`src/rtl/dg_pkg.sv`:
```
package dg_pkg;
    typedef enum logic [1:0] {
        DG_OK      = 2'd0,
        DG_BAD_PRE = 2'd1,
        DG_BAD_SUM = 2'd2,
        DG_REPLAY  = 2'd3
    } dg_res_e;

    // word positions inside the descriptor
    localparam int unsigned CTRL_IDX = 0;
    localparam int unsigned TSHI_IDX = 5;

    localparam logic [7:0] PREAMBLE_TAG = 8'hA5;

    // control word bit positions
    localparam int unsigned CB_IRQ    = 8;
    localparam int unsigned CB_UPD    = 9;
    localparam int unsigned CB_IGN    = 10;
    localparam int unsigned CB_BURST  = 11;
    localparam int unsigned CB_MODE   = 18;
    localparam int unsigned CB_LAST   = 19;
    localparam int unsigned CB_CSUM   = 20;
    localparam int unsigned CB_LFRAME = 21;
    localparam int unsigned TS_DONE   = 31;

    // error vector base offsets (channel is added)
    localparam int unsigned EOFF_PRE = 7;
    localparam int unsigned EOFF_SUM = 13;
    localparam int unsigned EOFF_REP = 25;
endpackage

```
`src/rtl/dg_sum_acc.sv`:
```
module dg_sum_acc #(
    parameter int unsigned W      = 32,
    parameter int unsigned NWORDS = 16
) (
    input  logic                clk,
    input  logic                rst_n,
    input  logic                start,
    input  logic [NWORDS*W-1:0] words,
    output logic [W-1:0]        sum,
    output logic                fin
);
    localparam int unsigned IW = $clog2(NWORDS);
    localparam logic [IW-1:0] LAST = IW'(NWORDS - 1);

    typedef struct packed {
        logic          run;
        logic [IW-1:0] cnt;
        logic [W-1:0]  acc;
    } acc_t;

    acc_t st_d, st_q;

    always_comb begin
        st_d = st_q;
        if (start) begin
            st_d.run = 1'b1;
            st_d.cnt = '0;
            st_d.acc = '0;
        end else if (st_q.run && st_q.cnt != LAST) begin
            st_d.acc = st_q.acc + words[st_q.cnt*W +: W];
            st_d.cnt = st_q.cnt + IW'(1);
        end else if (st_q.run) begin
            st_d.run = 1'b0;
        end
    end

    always_ff @(posedge clk or negedge rst_n) begin
        if (!rst_n) st_q <= '0;
        else        st_q <= st_d;
    end

    assign sum = st_q.acc;
    assign fin = st_q.run && (st_q.cnt == LAST);
endmodule

```
`src/rtl/dg_verdict.sv`:
```
module dg_verdict
    import dg_pkg::*;
#(
    parameter int unsigned W  = 32,
    parameter int unsigned CW = 3
) (
    input  logic [W-1:0]  ctrl,
    input  logic [W-1:0]  tshi,
    input  logic [W-1:0]  csum_word,
    input  logic [W-1:0]  sum,
    input  logic [CW-1:0] chan,
    output dg_res_e       res,
    output logic [W-1:0]  err_bits,
    output logic          chain_end
);
    localparam logic [W-1:0] ONE_W = 1;

    logic unused_bits;
    assign unused_bits = ^{ctrl[W-1:CB_LFRAME+1], ctrl[CB_LAST-1:CB_IGN+1],
                           ctrl[CB_IGN-1:8], tshi[TS_DONE-1:0]};

    always_comb begin
        res       = DG_OK;
        err_bits  = '0;
        chain_end = 1'b0;
        if (ctrl[7:0] != PREAMBLE_TAG) begin
            res      = DG_BAD_PRE;
            err_bits = ONE_W << (EOFF_PRE + chan);
        end else if (ctrl[CB_CSUM] && sum != csum_word) begin
            res      = DG_BAD_SUM;
            err_bits = ONE_W << (EOFF_SUM + chan);
        end else if (tshi[TS_DONE] && !ctrl[CB_IGN]) begin
            res      = DG_REPLAY;
            err_bits = ONE_W << (EOFF_REP + chan);
        end else begin
            chain_end = ctrl[CB_LAST] | ctrl[CB_LFRAME];
        end
    end
endmodule

```
`src/rtl/dg_status_map.sv`:
```
module dg_status_map
    import dg_pkg::*;
#(
    parameter int unsigned W = 32
) (
    input  logic [W-1:0] ctrl,
    input  logic [W-1:0] tshi,
    output logic [W-1:0] status
);
    logic unused_sbits;
    assign unused_sbits = ^{ctrl[W-1:CB_LFRAME+1], ctrl[CB_MODE-1:CB_BURST+1],
                            tshi[TS_DONE-1:0]};

    always_comb begin
        status        = '0;
        status[20:13] = ctrl[7:0];
        status[12]    = ctrl[CB_IRQ];
        status[11]    = ctrl[CB_UPD];
        status[10]    = tshi[TS_DONE];
        status[9]     = ctrl[CB_IGN];
        status[8]     = ctrl[CB_LFRAME];
        status[7]     = ctrl[CB_LAST];
        status[6]     = ctrl[CB_CSUM];
        status[5]     = ctrl[CB_MODE];
        status[4]     = ctrl[CB_BURST];
    end
endmodule

```
`src/rtl/dscr_guard.sv`:
```
module dscr_guard
    import dg_pkg::*;
#(
    parameter int unsigned W      = 32,
    parameter int unsigned NWORDS = 16,
    parameter int unsigned NCH    = 6
) (
    input  logic                clk,
    input  logic                rst_n,
    input  logic                in_valid,
    input  logic [NWORDS*W-1:0] in_words,
    input  logic [2:0]          in_chan,
    output logic                busy,
    output logic                out_done,
    output logic [1:0]          out_result,
    output logic [W-1:0]        out_err_bits,
    output logic                out_chain_end,
    output logic [W-1:0]        out_status,
    output logic [NCH-1:0]      out_irq,
    output logic                out_wb_valid,
    output logic [NWORDS*W-1:0] out_wb_words
);
    localparam int unsigned CW = 3;
    localparam int unsigned CSUM_IDX = NWORDS - 1;
    localparam logic [NCH-1:0] ONE_CH = 1;

    typedef struct packed {
        logic                busy;
        logic                done;
        logic [CW-1:0]       chan;
        logic [NWORDS*W-1:0] words;
        dg_res_e             res;
        logic [W-1:0]        err;
        logic                chain;
        logic [W-1:0]        status;
        logic [NCH-1:0]      irq;
        logic                wb;
    } top_t;

    top_t st_d, st_q;

    logic          start;
    logic          fin;
    logic [W-1:0]  sum;
    logic [W-1:0]  ctrl_w, tshi_w, csum_w;
    dg_res_e       v_res;
    logic [W-1:0]  v_err;
    logic          v_chain;
    logic [W-1:0]  v_status;

    assign start  = in_valid && !st_q.busy;
    assign ctrl_w = st_q.words[CTRL_IDX*W +: W];
    assign tshi_w = st_q.words[TSHI_IDX*W +: W];
    assign csum_w = st_q.words[CSUM_IDX*W +: W];

    dg_sum_acc #(.W(W), .NWORDS(NWORDS)) u_acc (
        .clk   (clk),
        .rst_n (rst_n),
        .start (start),
        .words (st_q.words),
        .sum   (sum),
        .fin   (fin)
    );

    dg_verdict #(.W(W), .CW(CW)) u_verdict (
        .ctrl      (ctrl_w),
        .tshi      (tshi_w),
        .csum_word (csum_w),
        .sum       (sum),
        .chan      (st_q.chan),
        .res       (v_res),
        .err_bits  (v_err),
        .chain_end (v_chain)
    );

    dg_status_map #(.W(W)) u_status (
        .ctrl   (ctrl_w),
        .tshi   (tshi_w),
        .status (v_status)
    );

    always_comb begin
        st_d      = st_q;
        st_d.done = 1'b0;
        st_d.err  = '0;
        st_d.irq  = '0;
        st_d.wb   = 1'b0;
        if (start) begin
            st_d.busy  = 1'b1;
            st_d.chan  = in_chan;
            st_d.words = in_words;
        end else if (st_q.busy && fin) begin
            st_d.busy   = 1'b0;
            st_d.done   = 1'b1;
            st_d.res    = v_res;
            st_d.err    = v_err;
            st_d.chain  = v_chain;
            st_d.status = v_status;
            if (v_res == DG_OK && ctrl_w[CB_IRQ]) st_d.irq = ONE_CH << st_q.chan;
            st_d.wb     = (v_res == DG_OK) && ctrl_w[CB_UPD];
        end
    end

    always_ff @(posedge clk or negedge rst_n) begin
        if (!rst_n) st_q <= '0;
        else        st_q <= st_d;
    end

    always_comb begin
        out_wb_words = st_q.words;
        out_wb_words[TSHI_IDX*W + TS_DONE] = 1'b1;
    end

    assign busy          = st_q.busy;
    assign out_done      = st_q.done;
    assign out_result    = st_q.res;
    assign out_err_bits  = st_q.err;
    assign out_chain_end = st_q.chain;
    assign out_status    = st_q.status;
    assign out_irq       = st_q.irq;
    assign out_wb_valid  = st_q.wb;
endmodule

```
`config.mk`:
```
export PLATFORM = sky130hd
export DESIGN_NAME = dscr_guard
export DESIGN_NICKNAME = d
export VERILOG_FILES = /design/src/rtl/dg_pkg.sv /design/src/rtl/dg_sum_acc.sv /design/src/rtl/dg_verdict.sv /design/src/rtl/dg_status_map.sv /design/src/rtl/dscr_guard.sv
export SDC_FILE = /design/constraint.sdc
export NUM_CORES = 1
export LEC_CHECK = 0
export BUFFER_PORTS_ARGS = -buffer_cell sky130_fd_sc_hd__buf_2
export CORE_AREA = 2 2 429 431
export CTS_CLUSTER_DIAMETER = 60
export CTS_CLUSTER_SIZE = 25
export DETAILED_ROUTE_END_ITERATION = 6
export DIE_AREA = 0 0 431 433
export GPL_ROUTABILITY_DRIVEN = 0
export HOLD_SLACK_MARGIN = 0.05
export PLACE_DENSITY_LB_ADDON = 0.05
export SETUP_SLACK_MARGIN = 0.3
export SYNTH_ARGS = -nofsm -noshare
export SYNTH_HDL_FRONTEND = slang
export SYNTH_SLANG_ARGS = --single-unit
```
`constraint.sdc`:
```
create_clock -name clk -period 4.1 [get_ports clk]
set_input_delay 0.205 -clock clk [delete_from_list [all_inputs] [get_ports clk]]
set_output_delay 0.205 -clock clk [all_outputs]
set_load 0.005 [all_outputs]
```
==> results.toml <==
[logic_synthesis]
synth-xor-area-share_pct = 1.43
synth-seq-area-share_pct = 46.3
synth-simple-area-share_pct = 21.3
synth_top_family_by_area = "simple AND/OR/NAND/NOR gates"
async_flop_share_pct = 100
synth_enable_flop_cells = 0
postSynthAreaPerCell_um2 = 9.14
syn_area_um2 = 33100
synth_mux_area_share_pct = 11.0
ys_types = 71
synth_cells = 3625
synth-adder-area-share_pct = 1.42
synth-seq-cells = 613
ys_warn_count = 0
synth-compound-area-share_pct = 3.09
ys.flop_type = "dfrtp_1"

[final_layout]
area_growth_pct = 46.7
drive_gt1_share_pct = 35.8
fin_util_pct = 26.7
regArea_um2 = 15400
layout.nets = 5383
num-fill-cells = 19875
multi_input_area_um2 = 13400

[power_and_ir_drop]
peakVddDrop_mv = 0.328
p_per_area_nw_per_um2 = 935
fin_total_pwr_mw = 45.4
p_leak_nw = 24.7

[clock_network]
cts_buffer_depth = 3
cts.sinks = 613
cts_buffers = 106
clk-insertion-delay-late_ns = 0.75
path_clk_slew_ns = 0.06
cts_tree = "yes"
root_buffer = "clkbuf_16"
htreeDepth = 3

[detailed_routing]
routedWlPerCell_um = 25.1
dr.pass1.iters = 5
ant_nets = 0
route.detailed.drc = 0
drt_iter0_markers = 1496
routed_via_density = 3.98
wl_mm = 184
vias = 29141

[placed_design]
io_buffers = 1089
place_hpwl_mm = 143

[status]
violations = "setup timing"
status = "finished with violations"

[critical_path]
startpoint_type = "register"
crit_fanout = 5
reg2reg_depth = 15
cp_data_required_time_ns = 4.70
crit_type = "register to register"
end_kind = "register"
crit_arrival_ns = 4.78

[floorplan]
io_pins = 1106
core_area_um2 = 182000
placement_rows = 157
die_w_um = 431
die_h_um = 433
initial_core_util_pct = 18.2
dieArea_um2 = 187000

[timing]
fin_ws_ns = -0.0788
fin_skew_ns = 0.0502
setup_viol = 6
slew_violations = 0
max_freq_mhz = 239
tightest_slew_ns = 1.09
hold_viol = 0
rsz0062_at_grt = "true"
slew_headroom_pct = 26.9
setup_tns_ns = -0.299
final.period_utilization_pct = 102
period_needed_ns = 4.18

[grt]
gr-total-overflow = 0
grt_pass1_vias = 30565
antenna_found_initial = 39
grt_max_degree = 143
grt_pass1_wl_mm = 251
gr-usage-all-layers_pct = 19.1

[job]
max-cap-violations = 0

[worst_hold_path]
hold_path.class = "primary input to register"
whs_path_depth = 4
-- stage by stage --
stage | instances | hold slack (ns) | area, um^2 | setup WS (ns)
floorplan | 3639 | -0.0906 | 33300 | 0.200
global placement | 6550 | 0.269 | 38500 | -0.227
detailed placement | 6550 | 0.262 | 38500 | -0.252
CTS | 7281 | 0.0765 | 48100 | -0.106
global route | 7320 | 0.140 | 48600 | -0.202
finish | 7324 | 0.176 | 48600 | -0.0788
-- critical path: stages (launching register included) --
cell      delay (ns)
dfrtp_4         0.51
buf_6           0.14
buf_12          0.12
buf_16          0.15
mux4_2          0.53
mux4_2          0.54
ha_4            0.24
a21o_1          0.21
a21o_1          0.21
a221oi_4        0.30
buf_6           0.15
nand2_2         0.07
a211o_1         0.32
a21boi_2        0.18
o21ai_1         0.08
a221o_1         0.29
-- placed cells by master, fill, tap and decap left out, drive strengths merged, types with 10 or more instances in the layout --
| cell type | n |
|---|---|
| nor3 | 16 |
| mux4 | 160 |
| nand3 | 17 |
| nand2 | 1658 |
| buf | 1322 |
| xnor2 | 14 |
| bufinv | 17 |
| nor2 | 78 |
| ha | 36 |
| xor2 | 40 |
| diode | 18 |
| a31oi | 10 |
| a21oi | 45 |
| clkinvlp | 10 |
| a21o | 15 |
| inv | 32 |
| clkinv | 25 |
| clkbuf | 132 |
| o21ai | 32 |
| dfrtp | 613 |
| conb | 16 |
| dlygate4sd3 | 519 |
-- kinds of logic (layout without fill, tap and decap cells) --
family / count (synthesis) / count (layout)
simple gates: 1823 / 1823
compound gates: 155 / 155
buf+inv: 776 / 2058
flops: 613 / 613
xor+xnor: 54 / 54
other cells: 2 / 34
mux: 165 / 165
fa+ha+maj: 37 / 37
-- what timing repair did --
item	4_1_cts	5_1_grt
buffers inserted	7	25
resized for setup	60	52
endpoints found under the setup margin	24	24
pin swaps	22	36
hold endpoints to repair	721	0
gates cloned	3	0
hold buffers	520	0
-- cell type report --
type | count | share of cell area, %
Sequential cell | 613 | 31.6
Multi-Input combinational cell | 2250 | 27.5
Timing Repair Buffer | 1842 | 26.6
Tap cell | 2385 | 6.14
Clock buffer | 132 | 5.97
Clock inverter | 69 | 1.99
Inverter | 15 | 0.116
Antenna cell | 18 | 0.0927
-- synth_stat cells (all sizes together) (5+ instances only) --
cell type  number  share of area (%)
o21ai          32               0.49
nand3          17               0.26
a31oi          10               0.19
buf           606                 14
a22o            8               0.21
nand4           8               0.15
xnor2          14               0.37
ha             36                1.4
nand2b          8               0.15
inv            13               0.15
a21oi          45               0.68
nor4            9               0.17
nor2           78               0.88
a211oi          8               0.18
mux4          160                 11
a21o           15               0.34
and3            6               0.12
dfrtp         613                 46
clkbuf        155                1.8
xor2           40                1.1
nor2b           5               0.12
nand2        1658                 19
nor3           16               0.24
-- layer usage --
layer / global-route usage (%) / routed length (um) / vias up
met5: 0 / 0 / -
met4: 4.98 / 3970 / 0
met3: 3.56 / 8780 / 169
met2: 32.2 / 89500 / 862
met1: 25.1 / 81900 / 14511
li1: - / - / 13599
-- power breakdown --
group / total [mW] / switching, mW / internal, mW
combinational: 23.2 / 12.1 / 11.1
clock: 9.90 / 3.73 / 6.16
sequential: 12.4 / 3.69 / 8.69
total: 45.4 / 19.5 / 25.9
-- path summary, 6_finish.rpt --
kind | from | to | slack [ns]
max | u_acc.st_q[32] | u_acc.sum[24] | -0.08
max reg2reg | u_acc.st_q[32] | u_acc.sum[24] | -0.08
min | in_words[218] | out_wb_words[218] | 0.18
min in group asynchronous | rst_n | out_wb_words[58] | 0.55
min reg2reg | out_status[14] | out_status[14] | 0.47
max in group asynchronous | rst_n | u_acc.sum[12] | 2.44
-- registers in the layout, indices dropped and copies added, names as in the netlist --
name           cells
busy               1
out_chain_end      1
out_done           1
out_err_bits      32
out_irq            6
out_result         2
out_status        17
out_wb_valid       1
out_wb_words     511
st_q               4
u_acc.st_q         5
u_acc.sum         32
(Power assumes the default switching activity.)
